<file path="config.mk">
export PLATFORM = sky130hd
export DESIGN_NAME = capdma_ring_writer
export DESIGN_NICKNAME = d
export VERILOG_FILES = /design/src/rtl/capdma_pkg.sv /design/src/rtl/capdma_regs.sv /design/src/rtl/capdma_writer.sv /design/src/rtl/capdma_irq.sv /design/src/rtl/capdma_ring_writer.sv
export SDC_FILE = /design/constraint.sdc
export NUM_CORES = 1
export LEC_CHECK = 0
export ABC_AREA = 1
export ABC_CLOCK_PERIOD_IN_PS = 9700
export BUFFER_PORTS_ARGS = -buffer_cell sky130_fd_sc_hd__buf_2
export CAP_MARGIN = 20
export CORE_MARGIN = 1.5
export CORE_UTILIZATION = 45
export DETAILED_ROUTE_END_ITERATION = 8
export PLACE_DENSITY = 0.63
export SLEW_MARGIN = 20
export SYNTH_ARGS = -nofsm -noshare
export SYNTH_HDL_FRONTEND = slang
export SYNTH_HIERARCHICAL = 1
export SYNTH_SLANG_ARGS = --single-unit
</file>
<file path="constraint.sdc">
create_clock -name clk -period 9.7 [get_ports clk]
set_clock_uncertainty 0.1 [all_clocks]
set_input_delay 1.455 -clock clk [delete_from_list [all_inputs] [get_ports clk]]
set_output_delay 1.455 -clock clk [all_outputs]
set_load 0.02 [all_outputs]
</file>
<file path="src/rtl/capdma_pkg.sv">
package capdma_pkg;
  // main region offsets
  localparam logic [7:0] OFS_RUN   = 8'h14;
  localparam logic [7:0] OFS_BASE  = 8'h18;
  localparam logic [7:0] OFS_SIZE  = 8'h1c;
  localparam logic [7:0] OFS_FILL  = 8'h20;
  localparam logic [7:0] OFS_CONS  = 8'h24;
  localparam logic [7:0] OFS_SCLR  = 8'h2c;
  localparam logic [7:0] OFS_PSET  = 8'h4c;
  // interrupt region offsets
  localparam logic [7:0] OFS_IMASK = 8'h08;
  localparam logic [7:0] OFS_ISTAT = 8'h0c;

  localparam int WORD_BYTES = 4;

  typedef enum logic {WS_IDLE, WS_WAIT} wr_state_e;
endpackage

</file>
<file path="src/rtl/capdma_regs.sv">
module capdma_regs
  import capdma_pkg::*;
#(
  parameter int ADDR_W = 32,
  parameter int IDX_W  = 22,
  parameter int PER_W  = 24,
  parameter int BUS_AW = 8
) (
  input  logic              clk,
  input  logic              rst,
  input  logic              bus_wr,
  input  logic              bus_rd,
  input  logic              bus_isel,
  input  logic [BUS_AW-1:0] bus_addr,
  input  logic [31:0]       bus_wdata,
  output logic [31:0]       bus_rdata,
  input  logic [IDX_W-1:0]  fill_i,
  input  logic              imask_i,
  input  logic              istat_i,
  output logic              run_o,
  output logic [ADDR_W-1:0] base_o,
  output logic [IDX_W-1:0]  size_o,
  output logic [IDX_W-1:0]  cons_o,
  output logic [PER_W-1:0]  per_o,
  output logic              pirq_en_o,
  output logic              sclr_o
);
  localparam int PER_LSB = 8;

  logic        wr_main;
  logic [31:0] rd_mux;

  assign wr_main = bus_wr && !bus_isel;
  // soft clear acts on the same edge as the write
  assign sclr_o  = wr_main && (bus_addr == BUS_AW'(OFS_SCLR)) && bus_wdata[0];

  always_ff @(posedge clk) begin
    if (rst) begin
      run_o     <= 1'b0;
      base_o    <= '0;
      size_o    <= '0;
      cons_o    <= '0;
      per_o     <= '0;
      pirq_en_o <= 1'b0;
    end else if (wr_main) begin
      case (bus_addr)
        BUS_AW'(OFS_RUN):  run_o  <= bus_wdata[0];
        BUS_AW'(OFS_BASE): base_o <= bus_wdata[ADDR_W-1:0];
        BUS_AW'(OFS_SIZE): size_o <= bus_wdata[IDX_W-1:0];
        BUS_AW'(OFS_CONS): cons_o <= bus_wdata[IDX_W-1:0];
        BUS_AW'(OFS_PSET): begin
          per_o     <= bus_wdata[PER_LSB +: PER_W];
          pirq_en_o <= bus_wdata[0];
        end
        default: ;
      endcase
    end
  end

  always_comb begin
    rd_mux = '0;
    if (bus_isel) begin
      if (bus_addr == BUS_AW'(OFS_IMASK))      rd_mux[0] = imask_i;
      else if (bus_addr == BUS_AW'(OFS_ISTAT)) rd_mux[0] = istat_i;
    end else begin
      case (bus_addr)
        BUS_AW'(OFS_RUN):  rd_mux[0]          = run_o;
        BUS_AW'(OFS_BASE): rd_mux[ADDR_W-1:0] = base_o;
        BUS_AW'(OFS_SIZE): rd_mux[IDX_W-1:0]  = size_o;
        BUS_AW'(OFS_FILL): rd_mux[IDX_W-1:0]  = fill_i;
        BUS_AW'(OFS_CONS): rd_mux[IDX_W-1:0]  = cons_o;
        BUS_AW'(OFS_PSET): begin
          rd_mux[PER_LSB +: PER_W] = per_o;
          rd_mux[0]                = pirq_en_o;
        end
        default: ;
      endcase
    end
  end

  always_ff @(posedge clk) begin
    if (rst)         bus_rdata <= '0;
    else if (bus_rd) bus_rdata <= rd_mux;
  end
endmodule

</file>
<file path="src/rtl/capdma_writer.sv">
module capdma_writer
  import capdma_pkg::*;
#(
  parameter int ADDR_W = 32,
  parameter int IDX_W  = 22,
  parameter int PER_W  = 24,
  parameter int FRM_W  = 10
) (
  input  logic              clk,
  input  logic              rst,
  input  logic              run_i,
  input  logic              sclr_i,
  input  logic [ADDR_W-1:0] base_i,
  input  logic [IDX_W-1:0]  size_i,
  input  logic [IDX_W-1:0]  cons_i,
  input  logic [PER_W-1:0]  per_i,
  input  logic [FRM_W-1:0]  frame_bytes_i,
  input  logic              smp_valid_i,
  input  logic [31:0]       smp_data_i,
  output logic              smp_ready_o,
  output logic              mem_req_o,
  output logic [ADDR_W-1:0] mem_addr_o,
  output logic [31:0]       mem_data_o,
  input  logic              mem_ack_i,
  output logic [IDX_W-1:0]  fill_o,
  output logic              evt_o
);
  wr_state_e        st_q;
  logic [IDX_W-1:0] ring_mask, nxt_idx;
  logic [FRM_W-1:0] fb_q;
  logic [PER_W-1:0] pc_q;
  logic             clr, take, done, frame_end, per_hit;

  assign ring_mask   = size_i - 1'b1;
  assign nxt_idx     = (fill_o + IDX_W'(WORD_BYTES)) & ring_mask;
  assign clr         = !run_i || sclr_i;
  assign smp_ready_o = run_i && !sclr_i && (st_q == WS_IDLE) && (nxt_idx != cons_i);
  assign take        = smp_valid_i && smp_ready_o;
  assign done        = (st_q == WS_WAIT) && mem_ack_i;
  assign mem_req_o   = (st_q == WS_WAIT) && run_i;
  assign frame_end   = ({1'b0, fb_q} + (FRM_W+1)'(WORD_BYTES)) >= {1'b0, frame_bytes_i};
  assign per_hit     = (per_i != '0) && (({1'b0, pc_q} + (PER_W+1)'(1)) >= {1'b0, per_i});

  always_ff @(posedge clk) begin
    if (rst) begin
      st_q       <= WS_IDLE;
      fill_o     <= '0;
      fb_q       <= '0;
      pc_q       <= '0;
      evt_o      <= 1'b0;
      mem_addr_o <= '0;
      mem_data_o <= '0;
    end else if (clr) begin
      st_q   <= WS_IDLE;
      fill_o <= '0;
      fb_q   <= '0;
      pc_q   <= '0;
      evt_o  <= 1'b0;
    end else begin
      evt_o <= 1'b0;
      if (done) begin
        st_q   <= WS_IDLE;
        fill_o <= nxt_idx;
        if (frame_end) begin
          fb_q <= '0;
          if (per_hit) begin
            pc_q  <= '0;
            evt_o <= 1'b1;
          end else begin
            pc_q <= pc_q + 1'b1;
          end
        end else begin
          fb_q <= fb_q + FRM_W'(WORD_BYTES);
        end
      end else if (take) begin
        st_q       <= WS_WAIT;
        mem_addr_o <= base_i + ADDR_W'(fill_o);
        mem_data_o <= smp_data_i;
      end
    end
  end

  // a waiting word keeps its request, address and data
  p_hold_r2: assert property (@(posedge clk) disable iff (rst)
    (mem_req_o && !mem_ack_i && !sclr_i) |=>
      (!run_i || (mem_req_o && $stable(mem_addr_o) && $stable(mem_data_o))));

  // one word of progress per acknowledge, wrapped to the ring
  p_adv_r3: assert property (@(posedge clk) disable iff (rst)
    (done && !clr) |=> (fill_o == (($past(fill_o) + IDX_W'(WORD_BYTES)) & $past(ring_mask))));

  p_align_r3: assert property (@(posedge clk) disable iff (rst)
    fill_o[1:0] == 2'b00);

  // a blocked slot keeps the writer idle
  p_no_full_r4: assert property (@(posedge clk) disable iff (rst)
    ((st_q == WS_IDLE) && smp_valid_i && (nxt_idx == cons_i)) |=> (st_q == WS_IDLE));

  // disabled means cleared and silent
  p_off_r5: assert property (@(posedge clk) disable iff (rst)
    !run_i |=> (fill_o == '0 && !mem_req_o));

  // soft clear zeroes the fill offset
  p_sclr_r6: assert property (@(posedge clk) disable iff (rst)
    sclr_i |=> (fill_o == '0));
endmodule

</file>
<file path="src/rtl/capdma_irq.sv">
module capdma_irq
  import capdma_pkg::*;
#(
  parameter int BUS_AW = 8
) (
  input  logic              clk,
  input  logic              rst,
  input  logic              evt_i,
  input  logic              bus_wr,
  input  logic              bus_isel,
  input  logic [BUS_AW-1:0] bus_addr,
  input  logic              bus_wbit0,
  input  logic              pirq_en_i,
  output logic              mask_o,
  output logic              stat_o,
  output logic              irq_o
);
  logic wr_irq, stat_clr;

  assign wr_irq   = bus_wr && bus_isel;
  assign stat_clr = wr_irq && (bus_addr == BUS_AW'(OFS_ISTAT)) && bus_wbit0;

  always_ff @(posedge clk) begin
    if (rst) begin
      mask_o <= 1'b0;
      stat_o <= 1'b0;
      irq_o  <= 1'b0;
    end else begin
      if (wr_irq && (bus_addr == BUS_AW'(OFS_IMASK))) mask_o <= bus_wbit0;
      if (evt_i)         stat_o <= 1'b1;
      else if (stat_clr) stat_o <= 1'b0;
      irq_o <= stat_o && mask_o && pirq_en_i;
    end
  end

  // a period event always lands in status
  p_set_r7: assert property (@(posedge clk) disable iff (rst)
    evt_i |=> stat_o);

  // write-one clears unless an event collides
  p_w1c_r8: assert property (@(posedge clk) disable iff (rst)
    (stat_clr && !evt_i) |=> !stat_o);
endmodule

</file>
<file path="src/rtl/capdma_ring_writer.sv">
module capdma_ring_writer
  import capdma_pkg::*;
#(
  parameter int ADDR_W = 32,
  parameter int IDX_W  = 22,
  parameter int PER_W  = 24,
  parameter int FRM_W  = 10,
  parameter int BUS_AW = 8
) (
  input  logic              clk,
  input  logic              rst,
  input  logic              bus_wr,
  input  logic              bus_rd,
  input  logic              bus_isel,
  input  logic [BUS_AW-1:0] bus_addr,
  input  logic [31:0]       bus_wdata,
  output logic [31:0]       bus_rdata,
  input  logic [FRM_W-1:0]  frame_bytes,
  input  logic              smp_valid,
  input  logic [31:0]       smp_data,
  output logic              smp_ready,
  output logic              mem_req,
  output logic [ADDR_W-1:0] mem_addr,
  output logic [31:0]       mem_data,
  input  logic              mem_ack,
  output logic              irq
);
  logic              run, sclr, pirq_en, imask, istat, evt;
  logic [ADDR_W-1:0] base;
  logic [IDX_W-1:0]  size, cons, fill;
  logic [PER_W-1:0]  per;

  capdma_regs #(.ADDR_W(ADDR_W), .IDX_W(IDX_W), .PER_W(PER_W), .BUS_AW(BUS_AW)) u_regs (
    .clk(clk), .rst(rst), .bus_wr(bus_wr), .bus_rd(bus_rd), .bus_isel(bus_isel),
    .bus_addr(bus_addr), .bus_wdata(bus_wdata), .bus_rdata(bus_rdata),
    .fill_i(fill), .imask_i(imask), .istat_i(istat),
    .run_o(run), .base_o(base), .size_o(size), .cons_o(cons), .per_o(per),
    .pirq_en_o(pirq_en), .sclr_o(sclr)
  );

  capdma_writer #(.ADDR_W(ADDR_W), .IDX_W(IDX_W), .PER_W(PER_W), .FRM_W(FRM_W)) u_writer (
    .clk(clk), .rst(rst), .run_i(run), .sclr_i(sclr), .base_i(base), .size_i(size),
    .cons_i(cons), .per_i(per), .frame_bytes_i(frame_bytes),
    .smp_valid_i(smp_valid), .smp_data_i(smp_data), .smp_ready_o(smp_ready),
    .mem_req_o(mem_req), .mem_addr_o(mem_addr), .mem_data_o(mem_data),
    .mem_ack_i(mem_ack), .fill_o(fill), .evt_o(evt)
  );

  capdma_irq #(.BUS_AW(BUS_AW)) u_irq (
    .clk(clk), .rst(rst), .evt_i(evt), .bus_wr(bus_wr), .bus_isel(bus_isel),
    .bus_addr(bus_addr), .bus_wbit0(bus_wdata[0]), .pirq_en_i(pirq_en),
    .mask_o(imask), .stat_o(istat), .irq_o(irq)
  );
endmodule

</file>
==> run_results.csv <==
group,metric,value,unit
global_routing,gr-usage-all-layers,0.257,
sta,fin_crit,4.93,ns
global_routing,antenna_found_initial,0,
cells_and_area,antenna_cells,0,
place,gp_congestion,0.919,
sta,rsz0062_at_grt,"no",
logic_synthesis,synthCells,2381,
critical_path,crit_start,"bus_addr[6]",
critical_path,crit_path_start_kind,"input pin",
place,io_buffers,187,
logic_synthesis,synth_edf_count,0,
logic_synthesis,yosysWarnings,6,
global_routing,grt_pass1_wl,74700,um
cells_and_area,multiInputGateArea,8330,um2
critical_path,worstPathMaxFanout,30,
die,start_util,0.456,
power,power,2.28,mW
clock_tree,cts_buffer_depth,3,
logic_synthesis,netlist_area,15700,um2
global_routing,grt_max_degree,93,
sta,finalMaxSlewViolations,0,
cells_and_area,nets,2656,
critical_path,reg2reg_slack,5.46,ns
die,die_h,190,um
sta,setup_tns,0,ns
sta,max_slew.worst_pin.slew,1.11,ns
clock_tree,cts_root_buf,"clkbuf_16",
power,p_leak,7.87,nW
clock_tree,clk_pin_slew_worst_paths,0.06,ns
logic_synthesis,synth-seq-cells,257,
worst_hold_path,min_from,"u_writer/evt_o",
cells_and_area,syn_to_final_growth,12.7,%
sta,hold_viol_final,0,
critical_path,critPathArrivalTime,3.37,ns
worst_hold_path,hold_class,"flip-flop to flip-flop",
routing,viasPerCell,5.27,
critical_path,critPathKind,"input pin to output port",
clock_tree,htree_num_levels,1,
logic_synthesis,async_flop_share,0,
sta,timing.fmax,203,MHz
die,die_x,190,um
sta,finalCritPeriodShare,0.508,
run_status,status,"completed",
logic_synthesis,synth.avg_cell_area,6.58,um2
routing,dr.pass1.iters,6,
global_routing,grt_pass1_vias,14275,
critical_path,cp.required,8.15,ns
routing,wl_per_cell,15.9,um
routing,ant_nets,0,
global_routing,grt-ovfl-total,0,
logic_synthesis,seq_area_frac_synth,0.329,
clock_tree,cts_setup_buffers,0,
logic_synthesis,synthDistinctLibCells,45,
logic_synthesis,synth_ff_type,"dfxtp_1",
routing,drt-total-wl,47500,um
cells_and_area,drive_above_1_share,0.123,
clock_tree,cts_tree,"built",
clock_tree,cts.sinks,257,
die,coreArea,34400,um2
routing,drcViolationCount,0,
routing,vias,15732,
die,die_area,35900,um2
critical_path,crit_path_top_delay_cell,"nor2_4",
run,cap_viol_max_count,0,
clock_tree,ctsHoldBuffers,0,
cells_and_area,mostFrequentLayoutCells,"469 x nand2_1, 362 x inv_1, 257 x dfxtp_1",
power,power_density,129,nW/um2
critical_path,max_stage_delay,0.62,ns
clock_tree,cts_buffers,30,
cells_and_area,fillers,3536,
routing,drtIter0Drc,1498,
sta,relSlewSlack,0.256,
sta,setup_viol,0,
power,ir_worst_vdd,0.130,mV
critical_path,path_cells,"buf_2 > inv_2 > nand2_2 > nor2_4 > nand3_1 > nor3_1 > nor2_1 > inv_1 > nor2_4 > a21boi_0 > buf_2",
cells_and_area,register_area,5140,um2
cells_and_area,final_common_cell,"nand2_1",
place,hpwlAfterDp,34900,um
critical_path,r2r-start,"u_writer/pc_q[0]",
critical_path,cp-end-kind,"output port",
clock_tree,clock_latency,0.56,ns
logic_synthesis,syn-num-nets,2529,
clock_tree,cts_resized,0,
die,io_pins,188,
die,num_rows,68,
kinds of logic after synthesis:
| kind of cell | synth area share |
|---|---|
| buf+inv | 0.141 |
| compound gates | 0.148 |
| flops | 0.329 |
| simple gates | 0.304 |
| xor+xnor | 0.0308 |
| fa+ha+maj | 0.0476 |
critical path, delay by kind of cell:
| family | cells | cell delay (ns) |
|---|---|---|
| AO/OA/AOI/OAI | 1 | 0.15 |
| AND/OR/NAND/NOR | 6 | 1.18 |
| buffers and inverters | 4 | 0.56 |
path summary, 6_finish.rpt:
check                 endpoint  depth (start not counted)
max reg2reg  u_writer/pc_q[18]                         18
max                  smp_ready                         11
min               u_irq/stat_o                          2
min reg2reg       u_irq/stat_o                          2
layer usage:
| metal | vias up | track usage | share of wire | routed length, um |
|---|---|---|---|---|
| met3 | 82 | 0.0360 | 0.066 | 3140 |
| met2 | 538 | 0.417 | 0.44 | 21000 |
| met1 | 7162 | 0.352 | 0.46 | 21900 |
| met4 | 0 | 0.0788 | 0.031 | 1490 |
| li1 | 7950 | - | - | - |
| met5 | - | 0 | 0 | 0 |
cell type report:
type,count,area share
clock inverters,9,0.00425
inverters,427,0.0908
multi-input cells,1593,0.472
flip-flops and latches,257,0.292
repair buffers,199,0.0581
clock buffers,46,0.0511
well taps,455,0.0323
synthesized netlist by cell type, types with 4 or more instances:
cell type    n  share of area
buf_1        6         0.0014
a21o_1       5         0.0024
nor2_2       9         0.0036
nor2_4       8         0.0058
o21bai_1     7         0.0034
nand4_1    101          0.040
dfxtp_1    257           0.33
buf_6       20          0.014
nand3b_1    15         0.0072
nor2_1     213          0.051
nand3_1    186          0.059
clkbuf_1    50          0.012
a21oi_1    186          0.059
nor4_1       7         0.0028
nand2_2     10         0.0040
o21ai_1     58          0.019
o22ai_1     33          0.013
nand3_2      4         0.0026
clkinv_1    53          0.013
inv_1      363          0.087
o21ai_0    114          0.036
buf_2       22         0.0070
inv_2       11         0.0026
ha_1        58          0.046
xor2_1      33          0.018
xnor2_1     22          0.012
a211oi_2    10         0.0080
nand2_1    469           0.11
nor2_8       4         0.0051
buf_4        5         0.0024
nor3_1      15         0.0048
metrics by stage:
| stage | hold WS (ns) | setup WS (ns) | instances | util | instance area [um2] |
|---|---|---|---|---|---|
| finish | 0.337 | 4.77 | 2986 | 0.513 | 17600 |
| global route | 0.363 | 4.64 | 2986 | 0.513 | 17600 |
| CTS | 0.336 | 4.80 | 2986 | 0.513 | 17600 |
| detailed placement | 0.330 | 4.76 | 2931 | 0.485 | 16700 |
| global placement | 0.326 | 4.81 | 2931 | 0.485 | 16700 |
| floorplan | 0.309 | 4.69 | 2381 | - | 15700 |
power breakdown:
| group | switching (mW) | total, mW | internal [mW] | leakage, nW |
|---|---|---|---|---|
| Clock | 0.455 | 1.12 | 0.662 | 0.480 |
| Combinational | 0.0696 | 0.101 | 0.0309 | 5.32 |
| Sequential | 0.00115 | 1.06 | 1.06 | 2.07 |
| Total | 0.526 | 2.28 | 1.75 | 7.87 |
state kept, by name (all words and copies together) (netlist names):
name                 flops
u_irq/irq_o              1
u_irq/mask_o             1
u_irq/stat_o             1
u_regs/base_o           32
u_regs/bus_rdata        32
u_regs/cons_o           22
u_regs/per_o            24
u_regs/pirq_en_o         1
u_regs/run_o             1
u_regs/size_o           22
u_writer/evt_o           1
u_writer/fb_q            8
u_writer/fill_o         22
u_writer/mem_addr_o     32
u_writer/mem_data_o     32
u_writer/pc_q           24
u_writer/st_q            1
Power figures use the tool's default switching activity.
